[src/rtl/fifo_chain_pkg.sv]
package fifo_chain_pkg;

   // Per-slice status as seen by the merging logic.
   typedef struct packed {
      logic has_wtok;   // slice owns the write token
      logic has_rtok;   // slice owns the read token
      logic wr_room;    // owns write token and has a free location
      logic wr_slack;   // owns write token and is below the almost-full mark
      logic rd_avail;   // owns read token and holds a word
      logic rd_slack;   // owns read token and is above the almost-empty mark
      logic over_half;  // holds more than half its depth
   } slice_stat_t;

   // Ring predecessor of a slice index.
   function automatic int ring_prev(input int idx, input int n);
      return (idx == 0) ? n - 1 : idx - 1;
   endfunction

endpackage

[src/rtl/fifo_chain_slice.sv]
module fifo_chain_slice
   import fifo_chain_pkg::*;
#(
   parameter int WIDTH   = 16,
   parameter int DEPTH   = 16,
   parameter int AF_GAP  = 2,
   parameter int AE_GAP  = 2,
   parameter bit CHAINED = 1'b1
) (
   input  logic              clk,
   input  logic              rst_n,
   input  logic              first_n,
   input  logic              wr_en,
   input  logic [WIDTH-1:0]  wr_data,
   input  logic              rd_en,
   input  logic              wexi,
   input  logic              rexi,
   output logic              wexo,
   output logic              rexo,
   output logic [WIDTH-1:0]  rd_q,
   output logic              rd_fire,
   output slice_stat_t       stat
);

   localparam int AW = $clog2(DEPTH);
   localparam int CW = $clog2(DEPTH + 1);
   localparam logic [AW-1:0] LAST_LOC = AW'(DEPTH - 1);
   localparam logic [CW-1:0] CNT_FULL = CW'(DEPTH);
   localparam logic [CW-1:0] AF_MARK  = CW'(DEPTH - AF_GAP);
   localparam logic [CW-1:0] AE_MARK  = CW'(AE_GAP);
   localparam logic [CW-1:0] HALF_MK  = CW'(DEPTH / 2);

   logic              wtok, rtok;
   logic [AW-1:0]     wptr, rptr;
   logic [CW-1:0]     cnt;
   logic [WIDTH-1:0]  mem [DEPTH];
   logic              do_wr, do_rd, wr_last, rd_last;

   assign do_wr   = wr_en & wtok & (cnt != CNT_FULL);
   assign do_rd   = rd_en & rtok & (cnt != '0);
   assign wr_last = do_wr & (wptr == LAST_LOC);
   assign rd_last = do_rd & (rptr == LAST_LOC);

   // occupancy and pointers
   always_ff @(posedge clk) begin
      if (!rst_n) begin
         cnt  <= '0;
         wptr <= '0;
         rptr <= '0;
      end else begin
         cnt <= cnt + CW'(do_wr) - CW'(do_rd);
         if (do_wr) wptr <= wr_last ? '0 : wptr + AW'(1);
         if (do_rd) rptr <= rd_last ? '0 : rptr + AW'(1);
      end
   end

   // storage, no reset
   always_ff @(posedge clk) begin
      if (do_wr) mem[wptr] <= wr_data;
   end

   always_ff @(posedge clk) begin
      if (!rst_n)     rd_q <= '0;
      else if (do_rd) rd_q <= mem[rptr];
   end

   // token ownership: passed round a ring, or pinned in single-slice use
   if (CHAINED) begin : g_pass
      always_ff @(posedge clk) begin
         if (!rst_n) begin
            wtok <= ~first_n;
            rtok <= ~first_n;
            wexo <= 1'b0;
            rexo <= 1'b0;
         end else begin
            wexo <= wr_last;
            rexo <= rd_last;
            if (wr_last)   wtok <= 1'b0;
            else if (wexi) wtok <= 1'b1;
            if (rd_last)   rtok <= 1'b0;
            else if (rexi) rtok <= 1'b1;
         end
      end
   end else begin : g_pinned
      always_ff @(posedge clk) begin
         if (!rst_n) begin
            wtok <= ~first_n;
            rtok <= ~first_n;
         end
      end
      assign wexo = 1'b0;
      assign rexo = 1'b0;
   end

   assign rd_fire         = do_rd;
   assign stat.has_wtok   = wtok;
   assign stat.has_rtok   = rtok;
   assign stat.wr_room    = wtok & (cnt != CNT_FULL);
   assign stat.wr_slack   = wtok & (cnt < AF_MARK);
   assign stat.rd_avail   = rtok & (cnt != '0);
   assign stat.rd_slack   = rtok & (cnt > AE_MARK);
   assign stat.over_half  = cnt > HALF_MK;

endmodule

[src/rtl/fifo_chain_merge.sv]
module fifo_chain_merge
   import fifo_chain_pkg::*;
#(
   parameter int SLICES = 4,
   parameter int WIDTH  = 16
) (
   input  logic              clk,
   input  logic              rst_n,
   input  slice_stat_t       stat  [SLICES],
   input  logic [WIDTH-1:0]  rd_q  [SLICES],
   input  logic [SLICES-1:0] rd_fire,
   output logic              full,
   output logic              empty,
   output logic              almost_full,
   output logic              almost_empty,
   output logic              half_full,
   output logic [WIDTH-1:0]  rd_data
);

   localparam bit HALF_EN = (SLICES == 1);

   logic [SLICES-1:0] src_sel;
   logic              any_room, any_avail, any_wslack, any_rslack, any_half;

   // remember which slice returned the last word
   always_ff @(posedge clk) begin
      if (!rst_n)        src_sel <= '0;
      else if (|rd_fire) src_sel <= rd_fire;
   end

   always_comb begin
      any_room   = 1'b0;
      any_avail  = 1'b0;
      any_wslack = 1'b0;
      any_rslack = 1'b0;
      any_half   = 1'b0;
      rd_data    = '0;
      for (int i = 0; i < SLICES; i++) begin
         any_room   = any_room   | stat[i].wr_room;
         any_avail  = any_avail  | stat[i].rd_avail;
         any_wslack = any_wslack | stat[i].wr_slack;
         any_rslack = any_rslack | stat[i].rd_slack;
         any_half   = any_half   | stat[i].over_half;
         rd_data    = rd_data    | (rd_q[i] & {WIDTH{src_sel[i]}});
      end
   end

   assign full         = ~any_room;
   assign empty        = ~any_avail;
   assign almost_full  = ~any_wslack;
   assign almost_empty = ~any_rslack;
   assign half_full    = HALF_EN & any_half;

endmodule

[src/rtl/fifo_chain.sv]
module fifo_chain
   import fifo_chain_pkg::*;
#(
   parameter int SLICES    = 4,
   parameter int DEPTH     = 16,
   parameter int WIDTH     = 16,
   parameter int AF_GAP    = 2,
   parameter int AE_GAP    = 2,
   parameter int FIRST_IDX = 0
) (
   input  logic             clk,
   input  logic             rst_n,
   input  logic             wr_en,
   input  logic [WIDTH-1:0] wr_data,
   input  logic             rd_en,
   output logic [WIDTH-1:0] rd_data,
   output logic             full,
   output logic             empty,
   output logic             almost_full,
   output logic             almost_empty,
   output logic             half_full
);

   localparam bit CHAINED = (SLICES > 1);

   if (SLICES < 1)         begin : g_bad_slices $error("SLICES must be at least 1"); end
   if (DEPTH < 2)          begin : g_bad_depth  $error("DEPTH must be at least 2"); end
   if (AF_GAP >= DEPTH)    begin : g_bad_af     $error("AF_GAP must be below DEPTH"); end
   if (AE_GAP >= DEPTH)    begin : g_bad_ae     $error("AE_GAP must be below DEPTH"); end
   if (FIRST_IDX >= SLICES || FIRST_IDX < 0)
                           begin : g_bad_first  $error("FIRST_IDX out of range"); end

   slice_stat_t       stat  [SLICES];
   logic [WIDTH-1:0]  rd_q  [SLICES];
   logic [SLICES-1:0] rd_fire_v;
   logic [SLICES-1:0] wexo_v, rexo_v, wexi_v, rexi_v;
   logic [SLICES-1:0] wtok_v, rtok_v;

   for (genvar i = 0; i < SLICES; i++) begin : g_slice
      assign wexi_v[i] = CHAINED ? wexo_v[ring_prev(i, SLICES)] : 1'b0;
      assign rexi_v[i] = CHAINED ? rexo_v[ring_prev(i, SLICES)] : 1'b0;

      fifo_chain_slice #(
         .WIDTH   (WIDTH),
         .DEPTH   (DEPTH),
         .AF_GAP  (AF_GAP),
         .AE_GAP  (AE_GAP),
         .CHAINED (CHAINED)
      ) u_slice (
         .clk     (clk),
         .rst_n   (rst_n),
         .first_n (1'(i != FIRST_IDX)),
         .wr_en   (wr_en),
         .wr_data (wr_data),
         .rd_en   (rd_en),
         .wexi    (wexi_v[i]),
         .rexi    (rexi_v[i]),
         .wexo    (wexo_v[i]),
         .rexo    (rexo_v[i]),
         .rd_q    (rd_q[i]),
         .rd_fire (rd_fire_v[i]),
         .stat    (stat[i])
      );

      assign wtok_v[i] = stat[i].has_wtok;
      assign rtok_v[i] = stat[i].has_rtok;
   end

   fifo_chain_merge #(
      .SLICES (SLICES),
      .WIDTH  (WIDTH)
   ) u_merge (
      .clk          (clk),
      .rst_n        (rst_n),
      .stat         (stat),
      .rd_q         (rd_q),
      .rd_fire      (rd_fire_v),
      .full         (full),
      .empty        (empty),
      .almost_full  (almost_full),
      .almost_empty (almost_empty),
      .half_full    (half_full),
      .rd_data      (rd_data)
   );

endmodule

[config.mk]
export PLATFORM = sky130hd
export DESIGN_NAME = fifo_chain
export DESIGN_NICKNAME = d
export VERILOG_FILES = /design/src/rtl/fifo_chain_pkg.sv /design/src/rtl/fifo_chain_slice.sv /design/src/rtl/fifo_chain_merge.sv /design/src/rtl/fifo_chain.sv
export SDC_FILE = /design/constraint.sdc
export NUM_CORES = 1
export LEC_CHECK = 0
export BUFFER_PORTS_ARGS = -buffer_cell sky130_fd_sc_hd__buf_2
export CAP_MARGIN = 25
export CORE_MARGIN = 2
export CORE_UTILIZATION = 45
export CTS_CLUSTER_DIAMETER = 60
export DETAILED_ROUTE_END_ITERATION = 10
export PLACE_DENSITY = 0.58
export SYNTH_ARGS = -nofsm -noshare
export SYNTH_HDL_FRONTEND = slang
export SYNTH_SLANG_ARGS = --single-unit
[constraint.sdc]
create_clock -name clk -period 6.1 [get_ports clk]
set_input_delay 0.305 -clock clk [delete_from_list [all_inputs] [get_ports clk]]
set_output_delay 0.305 -clock clk [all_outputs]
set_load 0.02 [all_outputs]
== Yosys cells after proc, flatten, opt, wreduce, memory -nomap -nowiden ==
Memories as Yosys holds them, arrays and structs flattened. A register that Yosys moved wholly into a read port is not among the register bits.
Index checks and enable logic that the tools add are counted.
Operators by class
  bitwise logic cells: 64
  multipliers: 0
  reductions and logical operators: 17
  shift operators: 0
  $add $sub $neg: 16
  muxes and demuxes: 20
  div/mod/pow operators: 0
  eq/ne operators: 12
  order comparisons: 8
Operators with widths (count)
  $and A16 B16 Y16: 4
  $or A16 B16 Y16: 3
  $and A1 B1 Y1: 40
  $add A4 B1 Y4 const B: 8
  $eq A4 B4 Y1 const B: 8
  $mux W4: 8
  $add A5 B1 Y5: 4
  $gt A5 B2 Y1 const B: 4
  $lt A5 B4 Y1 const B: 4
  $ne A5 B5 Y1 const B: 4
  $reduce_bool A5 Y1: 4
  $sub A5 B1 Y5: 4
  $mux W1: 12
  $or A1 B1 Y1: 12
  $reduce_or A2 Y1: 6
  $not A1 Y1: 5
  $logic_not A1 Y1: 4
  $reduce_bool A2 Y1: 2
  $reduce_or A4 Y1: 1
Word-level totals
  logic and storage cells: 170
  input port bits: 20
  register bits: 72
  memories kept: 4
  memory bits (writable): 1024
  output and inout bits: 21
  ROM bits: 0
  latch bits: 0
Memories
  g_slice[0].u_slice.mem: depth 16, bits a word 16, rd ports 1, clocked after memory_dff 1, wr ports 1, RTL line fifo_chain_slice.sv:36  | logic [WIDTH-1:0] mem [DEPTH];
  g_slice[1].u_slice.mem: depth 16, bits a word 16, rd ports 1, clocked after memory_dff 1, wr ports 1, RTL line fifo_chain_slice.sv:36
  g_slice[2].u_slice.mem: depth 16, bits a word 16, rd ports 1, clocked after memory_dff 1, wr ports 1, RTL line fifo_chain_slice.sv:36
  g_slice[3].u_slice.mem: depth 16, bits a word 16, rd ports 1, clocked after memory_dff 1, wr ports 1, RTL line fifo_chain_slice.sv:36

== Logic depth before layout (Yosys ltp) ==
Gate-level depths: netlist (run 1).
  word-level depth: 6
  mapped depth: 15
  mapped depth without buffers: 14

== Modules after synthesis ==
A second synthesis (run 1) with hierarchy kept.
Second synthesis, totals
  cells, all modules: 2320
  area total of the unflattened synthesis: 46076.7 um2
By module, submodules not included
  fifo_chain_slice at g_slice[0].u_slice ...: instances 3, sequential area each 8368.0 um2, area an instance 11380.9 um2, cells each 561
  fifo_chain_slice at g_slice[3].u_slice: instances 1, sequential area each 8368.0 um2, area an instance 11354.6 um2, cells each 561
  fifo_chain_merge: instances 1, sequential area each 80.1 um2, area an instance 571.8 um2, cells each 74
  fifo_chain: instances 1, sequential area each 0.0 um2, area an instance 7.5 um2, cells each 2

== Worst setup path before layout (run 1) ==
OpenSTA, ideal clock, no wires.
  kind: reg2reg
  from: register g_slice[2].u_slice.cnt[2]
  to: register g_slice[2].u_slice.cnt[4]
  stages on the path, launching flop included: 15
  library setup time: 0.070 ns
  period minus slack after synthesis: 2.932 ns
  arrival: 2.861 ns
  path slack: 3.168 ns
  data required time: 6.030 ns
  buffers on the path: 1
  path through: dfxtp_1 > inv_1 > ha_1 > or4b_1 > nand2_2 > inv_2 > buf_2 > ha_1 > inv_1 > ha_1 > fa_1 > nand2b_1 > a21oi_1 > or3_1 > a21oi_1
Between the ends
  elaborated cells between the ends (all ways): 6
  classes of those cells: 2 x add/sub; 1 x eq/ne; 2 x bitwise; 1 x reduce/logical
RTL lines
  start: declaration: RTL line fifo_chain_slice.sv:35  | logic [CW-1:0] cnt;
  start signal: assignment: RTL line fifo_chain_slice.sv:51  | cnt <= cnt + CW'(do_wr) - CW'(do_rd);
  $reduce_bool A5 Y1: RTL line fifo_chain_slice.sv:40  | assign do_rd = rd_en & rtok & (cnt != '0);
  $and A1 B1 Y1: RTL line fifo_chain_slice.sv:40
  net g_slice[2].u_slice.rd_fire: RTL line fifo_chain_slice.sv:21  | output logic rd_fire,
  $sub A5 B1 Y5: RTL line fifo_chain_slice.sv:51
The timed path passes the listed nets, and every way through them passes these cells.
A chain may end at the register's enable or synchronous reset.

== Final worst setup path (run 1) ==
  from: register g_slice[1].u_slice.cnt[2]
  to: register g_slice[1].u_slice.cnt[4]
Between the ends
  cells in the longest elaborated chain, start to end: 4
  elaborated cells between the ends (all ways): 6
  classes of those cells: 2 x add/sub; 1 x eq/ne; 2 x bitwise; 1 x reduce/logical
RTL lines
  start: declaration: RTL line fifo_chain_slice.sv:35
  start signal: assignment: RTL line fifo_chain_slice.sv:51
  $ne A5 B5 Y1: RTL line fifo_chain_slice.sv:39  | assign do_wr = wr_en & wtok & (cnt != CNT_FULL);
  $and A1 B1 Y1: RTL line fifo_chain_slice.sv:39
  $add A5 B1 Y5: RTL line fifo_chain_slice.sv:51
  $sub A5 B1 Y5 (*): RTL line fifo_chain_slice.sv:51
Every way passes the cells marked *; elsewhere a longest branch is shown, timed or not.

==> flow_summary.json, run 1 <==
{
  "p_leak_nw": 16.12,
  "synth_cell_type_count": 54,
  "cts_resized": 0,
  "cts_buffers": 116,
  "synth_warnings": 0,
  "multi_input_area_um2": 10990,
  "route.met2.wl_um": 50920,
  "synth_largest_area_cell": "edfxtp_1",
  "fillers": 8095,
  "num_rows": 116,
  "initial_core_util_pct": 45.33,
  "grt_max_degree": 84,
  "fin_crit_ns": 3.857,
  "post_cts_buffers": 0,
  "clock_latency_ns": 0.71,
  "cp_slowest_cell": "nand2_1",
  "wirelength_um": 107600,
  "syn_inst": 2606,
  "cts_sinks": 1160,
  "setup-tns-final_ns": 0,
  "die_w_um": 321.1,
  "cts_htree_levels": 3,
  "wl_met3_um": 6419,
  "fin_util_pct": 51.16,
  "drv_cap": 0,
  "core_um2": 99860,
  "crit_type": "reg2reg",
  "die_y_um": 321.1,
  "nets": 2798,
  "synth_area_leaders": "edfxtp_1 (68%), mux4_2 (6.4%), mux2i_1 (6.1%)",
  "ys_ff_latch": 1160,
  "ys_seq_area_share_pct": 73.96,
  "synth_edf_count": 1024,
  "ir_drop_v": 0.0002346,
  "hold_viol_final": 0,
  "status": "finished clean",
  "cts_hold_buf": 0,
  "routed.top_layer": "met4",
  "drt_first_iter_violations": 2311,
  "clock_skew_ns": 0.04070,
  "pin_count": 41,
  "ys_async_sr_fraction_pct": 0,
  "avgViaCountPerCell": 5.780,
  "ys.flop_type": "edfxtp_1",
  "fmax_mhz": 259.2,
  "end_kind": "register",
  "ant_nets": 0,
  "relSlewSlack_pct": 26.09,
  "crit_chain": "inv_1, ha_1, or4b_4, nand2_1, inv_2, ha_1, inv_1, ha_1, fa_1, nand2b_1, a21oi_1, or3_1, a21oi_1",
  "gp_congestion": 0.9103,
  "whs_ns": 0.2058,
  "drc": 0,
  "worstMarginPinSlew_ns": 1.106,
  "wire_per_inst_um": 26.15,
  "dr.pass1.iters": 7,
  "stdcell_count": 4114,
  "synth_top_cell_area_share_pct": 67.94,
  "final_max_slew_viol_count": 0,
  "startpoint_type": "register",
  "dp_cells": 3885,
  "critical_path_depth": 13,
  "worstPathArrival_ns": 4.48,
  "avgSynthCellArea_um2": 17.37,
  "rrSetupSlack_ns": 2.24,
  "crit_fanout": 22,
  "clock_path_buffers": 3,
  "place_ws_ns": 2.288,
  "first_global_vias": 23970,
  "wirelength_met1_um": 48110,
  "gr-total-overflow": 0,
  "areaGrowthSynthToFinish_pct": 12.87,
  "gr-usage-all-layers_pct": 20.97,
  "critical_path.endpoint": "g_slice[1].u_slice.cnt[4]",
  "hpwl_um": 63300,
  "io_buffers": 39,
  "final_layout_size_suffix_gt1_share_pct": 17.70,
  "r2r-start": "g_slice[1].u_slice.cnt[2]",
  "cts_tree": "yes",
  "synth_area_um2": 45260,
  "root_buffer": "clkbuf_16",
  "cp.required_ns": 6.72,
  "rsz0062_at_grt": "no",
  "regArea_um2": 33500,
  "grt_pass1_wl_um": 158800,
  "min_path_type": "in2reg",
  "antenna_found_initial": 3,
  "cpMostUsedCell": "ha_1",
  "ff2ff_path_depth": 13,
  "crit_start": "g_slice[1].u_slice.cnt[2]",
  "r2r_end": "g_slice[1].u_slice.cnt[4]",
  "critPathBufInv": 3,
  "p_per_area_nw_per_um2": 330.5,
  "cpPeakStageDelay_ns": 0.65,
  "period_share_pct": 63.24,
  "syn_nets": 2690,
  "clk_pin_slew_worst_paths_ns": 0.06,
  "vias": 23780,
  "fin_ws_ns": 2.243,
  "setup_violations": 0,
  "cp_top_family": "simple AND/OR/NAND/NOR gates",
  "holdPathStages": 4,
  "die-area_um2": 103100
}
==> where the power goes <==
group / switching, mW / total, mW / internal, mW
clock: 2.99 / 7.07 / 4.08
combinational: 0.619 / 0.959 / 0.341
sequential: 0.126 / 8.86 / 8.73
==> flip-flops by register name, summed over array words and instances (netlist names) <==
signal and count:
g_slice.u_slice.wptr 16, g_slice.u_slice.wtok 4, g_slice.u_slice.rptr 16, g_slice.u_slice.rexo 4, u_merge.src_sel 4, g_slice.u_slice.rtok 4, g_slice.u_slice.mem 1024, g_slice.u_slice.cnt 20
g_slice.u_slice.rd_q 64, g_slice.u_slice.wexo 4
==> cell families (layout without fill, tap and decap cells) <==
kind of cell | count (synthesis) | in the layout | share of synthesized area (%)
AO/OA/AOI/OAI | 447 | 447 | 5.858
XOR/XNOR | 22 | 22 | 0.4257
adder cells (fa/ha/maj) | 64 | 64 | 1.836
buffers and inverters | 195 | 403 | 1.985
flip-flops | 1160 | 1160 | 73.96
multiplexers | 404 | 404 | 12.48
other | 1 | 3 | 0.008286
AND/OR/NAND/NOR | 313 | 313 | 3.456
==> final cells by class <==
cell class,instances,area share (%)
Sequential cell,1160,65.57
Multi-Input combinational cell,1251,21.51
Clock buffer,149,6.103
Tap cell,1298,3.179
Timing Repair Buffer,136,1.954
Clock inverter,69,1.320
Inverter,49,0.3600
Antenna cell,2,0.009797
==> stage by stage <==
step	cell area (µm²)	total power [mW]
6_report	51090	16.89
3_3_place_gp	47130	9.962
2_1_floorplan	45260	9.546
5_1_grt	51080	17.44
4_1_cts	50950	17.02
3_5_place_dp	47150	9.990
==> worst min-delay path, delay by kind of cell <==
kind / cells / cell delay, ns
buf+inv: 1 / 0.17
simple gates: 3 / 0.38
==> Yosys cell counts, types with 4 or more instances <==
library cell,instances
xnor2_1,6
edfxtp_1,1024
o22ai_1,130
fa_1,4
o21ai_0,77
nand2_1,67
a211oi_1,51
xor2_1,16
nor3_1,40
buf_4,15
or2_2,16
and3_1,7
nand4bb_1,4
mux2i_1,275
clkbuf_1,61
nor2_1,90
nand4_1,6
buf_2,62
nand3b_1,8
a22oi_1,32
and2_1,16
nand3_1,24
mux4_2,128
inv_2,5
or3b_1,4
dfxtp_1,136
nand2b_1,12
inv_1,41
buf_6,4
a21oi_1,141
ha_1,60
==> cells in the final DEF, fill, tap and decap left out, types with 32 or more instances in the layout <==
cell type	n
a211oi_1	51
a21oi_1	141
a22oi_1	32
buf_2	39
buf_4	89
clkbuf_16	117
dfxtp_1	125
edfxtp_1	1024
ha_1	60
inv_1	41
mux2i_1	275
mux4_2	128
nand2_1	67
nor2_1	83
o21ai_0	77
o22ai_1	130
==> layer usage <==
metal	global-route usage [%]	vias to the layer above
li1	-	10580
met1	30.25	12350
met2	33.40	724
met3	3.268	125
met4	5.607	0
met5	0	-
==> worst min-delay path by stage <==
stage | from | to | slack, ns
5_1_grt | rd_en | g_slice[1].u_slice.rexo | 0.22
4_1_cts | rd_en | g_slice[1].u_slice.rexo | 0.16
2_1_floorplan | wr_data[0] | g_slice[0].u_slice.mem[0][0] | 0.40
3_3_place_gp | g_slice[1].u_slice.rexo | g_slice[2].u_slice.rtok | 0.44
6_report | rd_en | g_slice[1].u_slice.rexo | 0.21
3_5_place_dp | g_slice[1].u_slice.rexo | g_slice[2].u_slice.rtok | 0.44
Note: power is estimated with default switching activity, not from simulation.
==> inputs of run 2 (changes only) <==
--- a/config.mk
+++ b/config.mk
@@ -11,7 +11,7 @@
 export CORE_UTILIZATION = 45
 export CTS_CLUSTER_DIAMETER = 60
 export DETAILED_ROUTE_END_ITERATION = 10
-export PLACE_DENSITY = 0.58
+export PLACE_DENSITY = 0.6
 export SYNTH_ARGS = -nofsm -noshare
 export SYNTH_HDL_FRONTEND = slang
 export SYNTH_SLANG_ARGS = --single-unit
==> constraint.sdc (replaced) <==
create_clock -name clk -period 3.43 [get_ports clk]
set_input_delay 0.1715 -clock clk [delete_from_list [all_inputs] [get_ports clk]]
set_output_delay 0.1715 -clock clk [all_outputs]
set_load 0.02 [all_outputs]
==> run 2 against run 1 <==
Count of clock-buffer cells in the layout shrank 2. First-iteration DRC count grew 2.3%. Via count grew 2.4%. Flip-flop and latch count is the same. Final cell count grew 1.4%. Register-to-register slack lost 2.0 ns. Hold slack lost 0.21 ns. Wire length grew 3.5%. Utilization grew 0.58 points. Non-clock buffer count grew 55. Critical path depth is the same. Critical path type unchanged.
==> flow_summary.json, run 2 (same netlist as run 1, synthesis figures left out) <==
{
  "status": "finished clean",
  "fmax_mhz": 315.8,
  "grt_use_met1_pct": 30.71,
  "p_leak_nw": 16.45,
  "cts_htree_levels": 3,
  "dp_cells": 3938,
  "areaGrowthSynthToFinish_pct": 14.14,
  "final_max_slew_viol_count": 0,
  "initial_core_util_pct": 45.33,
  "min_path_type": "in2reg",
  "cp.required_ns": 4.05,
  "post_cts_buffers": 0,
  "worstMarginPinSlew_ns": 1.094,
  "root_buffer": "clkbuf_16",
  "grt.met2_usage_pct": 35.72,
  "nets": 2855,
  "top_register": "g_slice.u_slice.mem",
  "gr-total-overflow": 0,
  "largestRegisters": "g_slice.u_slice.mem x1024, g_slice.u_slice.rd_q x64, g_slice.u_slice.cnt x20",
  "cts_tree": "yes",
  "clock_latency_ns": 0.71,
  "ir_drop_v": 0.0004259,
  "drt_first_iter_violations": 2365,
  "avgViaCountPerCell": 5.839,
  "num_rows": 116,
  "hold_viol_final": 0,
  "crit_fanout": 19,
  "wire_per_inst_um": 26.70,
  "relSlewSlack_pct": 27.05,
  "gr-usage-all-layers_pct": 21.76,
  "die-area_um2": 103100,
  "grt_pass1_wl_um": 164500,
  "worstPathArrival_ns": 3.78,
  "startpoint_type": "register",
  "io_buffers": 39,
  "most-common-layout-cells": "edfxtp_1 (1,024), mux2i_1 (275), a21oi_1 (141), buf_4 (137), o22ai_1 (130)",
  "mostFrequentLayoutCell": "edfxtp_1",
  "grt_busiest_layer": "met2",
  "cts_hold_buf": 3,
  "cts_sinks": 1160,
  "total_power_mw": 30.45,
  "ant_nets": 0,
  "clock_path_buffers": 3,
  "rsz0062_at_grt": "no",
  "setup_violations": 0,
  "pin_count": 41,
  "core_um2": 99860,
  "die_y_um": 321.1,
  "antenna_found_initial": 6,
  "vias": 24350,
  "p_per_area_nw_per_um2": 589.4,
  "die_w_um": 321.1,
  "hpwl_um": 70550,
  "dr.pass1.iters": 7,
  "period_share_pct": 92.32,
  "wirelength_um": 111400,
  "cts_resized": 0,
  "r2r-start": "g_slice[2].u_slice.cnt[2]",
  "largest_reg_flops": 1024,
  "final_layout_size_suffix_gt1_share_pct": 18.77,
  "first_global_vias": 24440,
  "fillers": 7958,
  "cts_buffers": 118,
  "grt_max_degree": 72,
  "drc": 0,
  "end_kind": "register",
  "hp-start": "wr_data[8]",
  "stdcell_count": 4171,
  "setup-tns-final_ns": 0,
  "clock_skew_ns": 0.03084,
  "met3_usage_pct": 3.325,
  "clk_pin_slew_worst_paths_ns": 0.06,
  "crit_start": "g_slice[2].u_slice.cnt[2]",
  "drv_cap": 0,
  "gp_congestion": 0.8820,
  "fin_crit_ns": 3.167,
  "crit_type": "reg2reg"
}
-- run 2: final timing paths --
path	end	cells past startpoint	slack, ns
worst max-delay path	g_slice[2].u_slice.cnt[4]	13	0.26
worst min-delay path	g_slice[2].u_slice.mem[11][8]	1	0.0002
worst max register to register	g_slice[2].u_slice.cnt[4]	13	0.26
worst min register to register	g_slice[2].u_slice.rtok	2	0.45
-- run 2: worst max-delay path: stages (launching register included) --
cell and delay [ns]:
dfxtp_1 0.33, inv_1 0.12, ha_1 0.21, or4b_1 0.54, nand2_2 0.11, inv_2 0.13
ha_1 0.31, inv_1 0.04, ha_1 0.21, fa_1 0.43, nand2b_1 0.09, a21oi_1 0.07
or3_1 0.32, a21oi_1 0.16
-- run 2: per-layer routing --
metal	share of wire [%]	vias to the layer above
li1	-	10680
met1	43	12800
met2	49	746
met3	6.4	126
met4	1.7	4
met5	0.024	-
-- run 2: final cells by class --
cell class / count / area (µm²) / area share (%)
timing repair buffer: 191 / 1464 / 2.834
clock buffer: 147 / 3102 / 6.004
sequential: 1160 / 33490 / 64.84
tap: 1298 / 1624 / 3.144
clock inverter: 74 / 820.8 / 1.589
multi-input combinational: 1251 / 10970 / 21.23
inverter: 49 / 183.9 / 0.3560
antenna: 1 / 2.502 / 0.004844
-- run 2: through the flow --
step / area, µm² / hold WS, ns / setup slack [ns] / util, %
after detailed placement: 47590 / 0.4384 / 0.2966 / 47.66
after global routing: 51660 / 0.002139 / 0.09036 / 51.73
after floorplan: 45260 / 0.2704 / 0.4985 / -
after global placement: 47570 / 0.4398 / 0.4010 / 47.64
after CTS: 51540 / 0.007873 / 0.2728 / 51.62
final: 51660 / 0.0001908 / 0.2633 / 51.74
-- run 2: where the power goes --
| group | internal (mW) | switching [mW] | total [mW] |
|---|---|---|---|
| logic | 0.645 | 1.17 | 1.81 |
| clock network | 7.55 | 5.36 | 12.9 |
| registers | 15.5 | 0.196 | 15.7 |
==> inputs of run 3 (changes only) <==
--- a/config.mk
+++ b/config.mk
@@ -11,7 +11,7 @@
 export CORE_UTILIZATION = 45
 export CTS_CLUSTER_DIAMETER = 60
 export DETAILED_ROUTE_END_ITERATION = 10
-export PLACE_DENSITY = 0.6
+export PLACE_DENSITY = 0.69
 export SYNTH_ARGS = -nofsm -noshare
 export SYNTH_HDL_FRONTEND = slang
 export SYNTH_SLANG_ARGS = --single-unit
==> run 3 against run 2 <==
First-iteration DRC count grew 17%. Final cell count fell by 0.31%. Critical path depth stayed put.
==> flow_summary.json, run 3 (same netlist as run 1, synthesis figures left out) <==
{
  "drt_first_iter_violations": 2778,
  "largest_reg_flops": 1024,
  "drv_cap": 0,
  "wirelength_um": 108800,
  "antenna_found_initial": 7,
  "hpwl_um": 67610,
  "cts_htree_levels": 3,
  "gp_congestion": 0.8758,
  "cp.required_ns": 4.03,
  "worstPathArrival_ns": 3.90,
  "cpPeakStageDelay_ns": 0.57,
  "rsz0062_at_grt": "no",
  "clock_skew_ns": 0.02396,
  "relSlewSlack_pct": 33.54,
  "fillers": 7854,
  "wire_per_inst_um": 26.17,
  "crit_fanout": 19,
  "grt_pass1_wl_um": 160100,
  "min_path_type": "in2reg",
  "core_um2": 99860,
  "cts_sinks": 1160,
  "areaGrowthSynthToFinish_pct": 13.62,
  "io_buffers": 39,
  "setup_violations": 0,
  "pin_count": 41,
  "holdPathStages": 1,
  "end_kind": "register",
  "fin_util_pct": 51.50,
  "final_layout_size_suffix_gt1_share_pct": 18.61,
  "gr-usage-all-layers_pct": 21.11,
  "status": "finished clean",
  "cp_slowest_cell": "or4b_1",
  "avgViaCountPerCell": 5.904,
  "clock_latency_ns": 0.69,
  "hp-start": "wr_data[15]",
  "clock_path_buffers": 3,
  "r2r-start": "g_slice[2].u_slice.cnt[2]",
  "setup-tns-final_ns": 0,
  "initial_core_util_pct": 45.33,
  "cpMostUsedCell": "ha_1",
  "dp_cells": 3931,
  "root_buffer": "clkbuf_16",
  "stdcell_count": 4158,
  "ir_drop_v": 0.0004624,
  "crit_type": "reg2reg",
  "first_global_vias": 24630,
  "die-area_um2": 103100,
  "most-common-layout-cells": "edfxtp_1 (1,024), mux2i_1 (275), a21oi_1 (141), o22ai_1 (130)",
  "startpoint_type": "register",
  "nets": 2846,
  "cts_buffers": 111,
  "critPathBufInv": 3,
  "die_w_um": 321.1,
  "period_share_pct": 96.16,
  "ff2ff_path_depth": 13,
  "drc": 0,
  "gr-total-overflow": 0,
  "worstMarginPinSlew_ns": 0.9969,
  "r2r_end": "g_slice[2].u_slice.cnt[4]",
  "crit_chain": "inv_1, ha_1, or4b_1, nand2_2, inv_2, ha_1, inv_1, ha_1, fa_1, nand2b_1, a21oi_1, or3_1, a21oi_1",
  "dr.pass1.iters": 5,
  "mostFrequentLayoutCell": "edfxtp_1",
  "grt_max_degree": 51,
  "ant_nets": 0,
  "die_y_um": 321.1,
  "p_leak_nw": 16.34,
  "p_per_area_nw_per_um2": 576.6,
  "clk_pin_slew_worst_paths_ns": 0.06,
  "vias": 24550,
  "rrSetupSlack_ns": 0.13,
  "hold_viol_final": 0,
  "largestRegisters": "g_slice.u_slice.mem x1024, g_slice.u_slice.rd_q x64, g_slice.u_slice.cnt x20",
  "hold_path_end": "g_slice[1].u_slice.mem[4][15]",
  "cp_top_family": "adder cells",
  "cts_tree": "yes",
  "final_max_slew_viol_count": 0,
  "fin_crit_ns": 3.298,
  "fmax_mhz": 303.2,
  "num_rows": 116,
  "top_register": "g_slice.u_slice.mem",
  "post_cts_buffers": 0
}
-- run 3: cell types whose count changed in the layout (fill, tap and decap cells not counted), sizes merged --
cell         before  now
clkinvlp          5    4
dlygate4sd3       6    9
buf             185  180
bufinv           15    8
clkinv           51   44
clkbuf          147  151
-- run 3: per-stage QoR --
step                power (mW)  hold slack, ns  setup WS, ns  area [µm²]
finish                   29.65         0.02274        0.1317       51420
global route             30.51         0.03630      0.003588       51420
CTS                      29.79         0.03865        0.1809       51250
detailed placement       17.80          0.4425        0.1939       47560
global placement         17.72          0.4354        0.3577       47480
floorplan                16.98          0.2704        0.4985       45260
-- run 3: worst max path at each step --
| stage | from | to | slack (ns) | cells past startpoint |
|---|---|---|---|---|
| 5_1_grt | g_slice[2].u_slice.cnt[2] | g_slice[2].u_slice.cnt[4] | 0.004 | 13 |
| 2_1_floorplan | g_slice[2].u_slice.cnt[2] | g_slice[2].u_slice.cnt[4] | 0.50 | 14 |
| 3_5_place_dp | g_slice[2].u_slice.cnt[2] | g_slice[2].u_slice.cnt[4] | 0.19 | 13 |
| 3_3_place_gp | g_slice[2].u_slice.cnt[2] | g_slice[2].u_slice.cnt[4] | 0.36 | 13 |
| 4_1_cts | g_slice[2].u_slice.cnt[2] | g_slice[2].u_slice.cnt[4] | 0.18 | 13 |
| 6_report | g_slice[2].u_slice.cnt[2] | g_slice[2].u_slice.cnt[4] | 0.13 | 13 |
-- run 3: layout make-up --
class	count	area [µm²]	area share, %
diodes	1	2.502	0.004866
clock inverters	59	534.3	1.039
well taps	1298	1624	3.158
repair buffers	189	1506	2.929
inverters	49	183.9	0.3577
flip-flops and latches	1160	33490	65.13
multi-input cells	1251	10970	21.33
clock buffers	151	3112	6.051
-- run 3: timing repair --
| item | 4_1_cts | 5_1_grt |
|---|---|---|
| hold endpoints to repair | 20 | 44 |
| hold buffers | 5 | 4 |
| resized for setup | 0 | 0 |
-- run 3: where the power goes --
part | switching [mW] | internal [mW]
Combinational | 1.16 | 0.673
Sequential | 0.181 | 15.5
Clock | 5.15 | 6.96
Total | 6.49 | 23.2
-- run 3: layer usage --
layer	global-route usage (%)	vias to the layer above	part of all wire [%]
met2	33.19	1015	47
li1	-	10630	-
met5	0	-	0.046
met4	7.175	8	2.8
met1	29.99	12710	42
met3	3.583	179	8.1
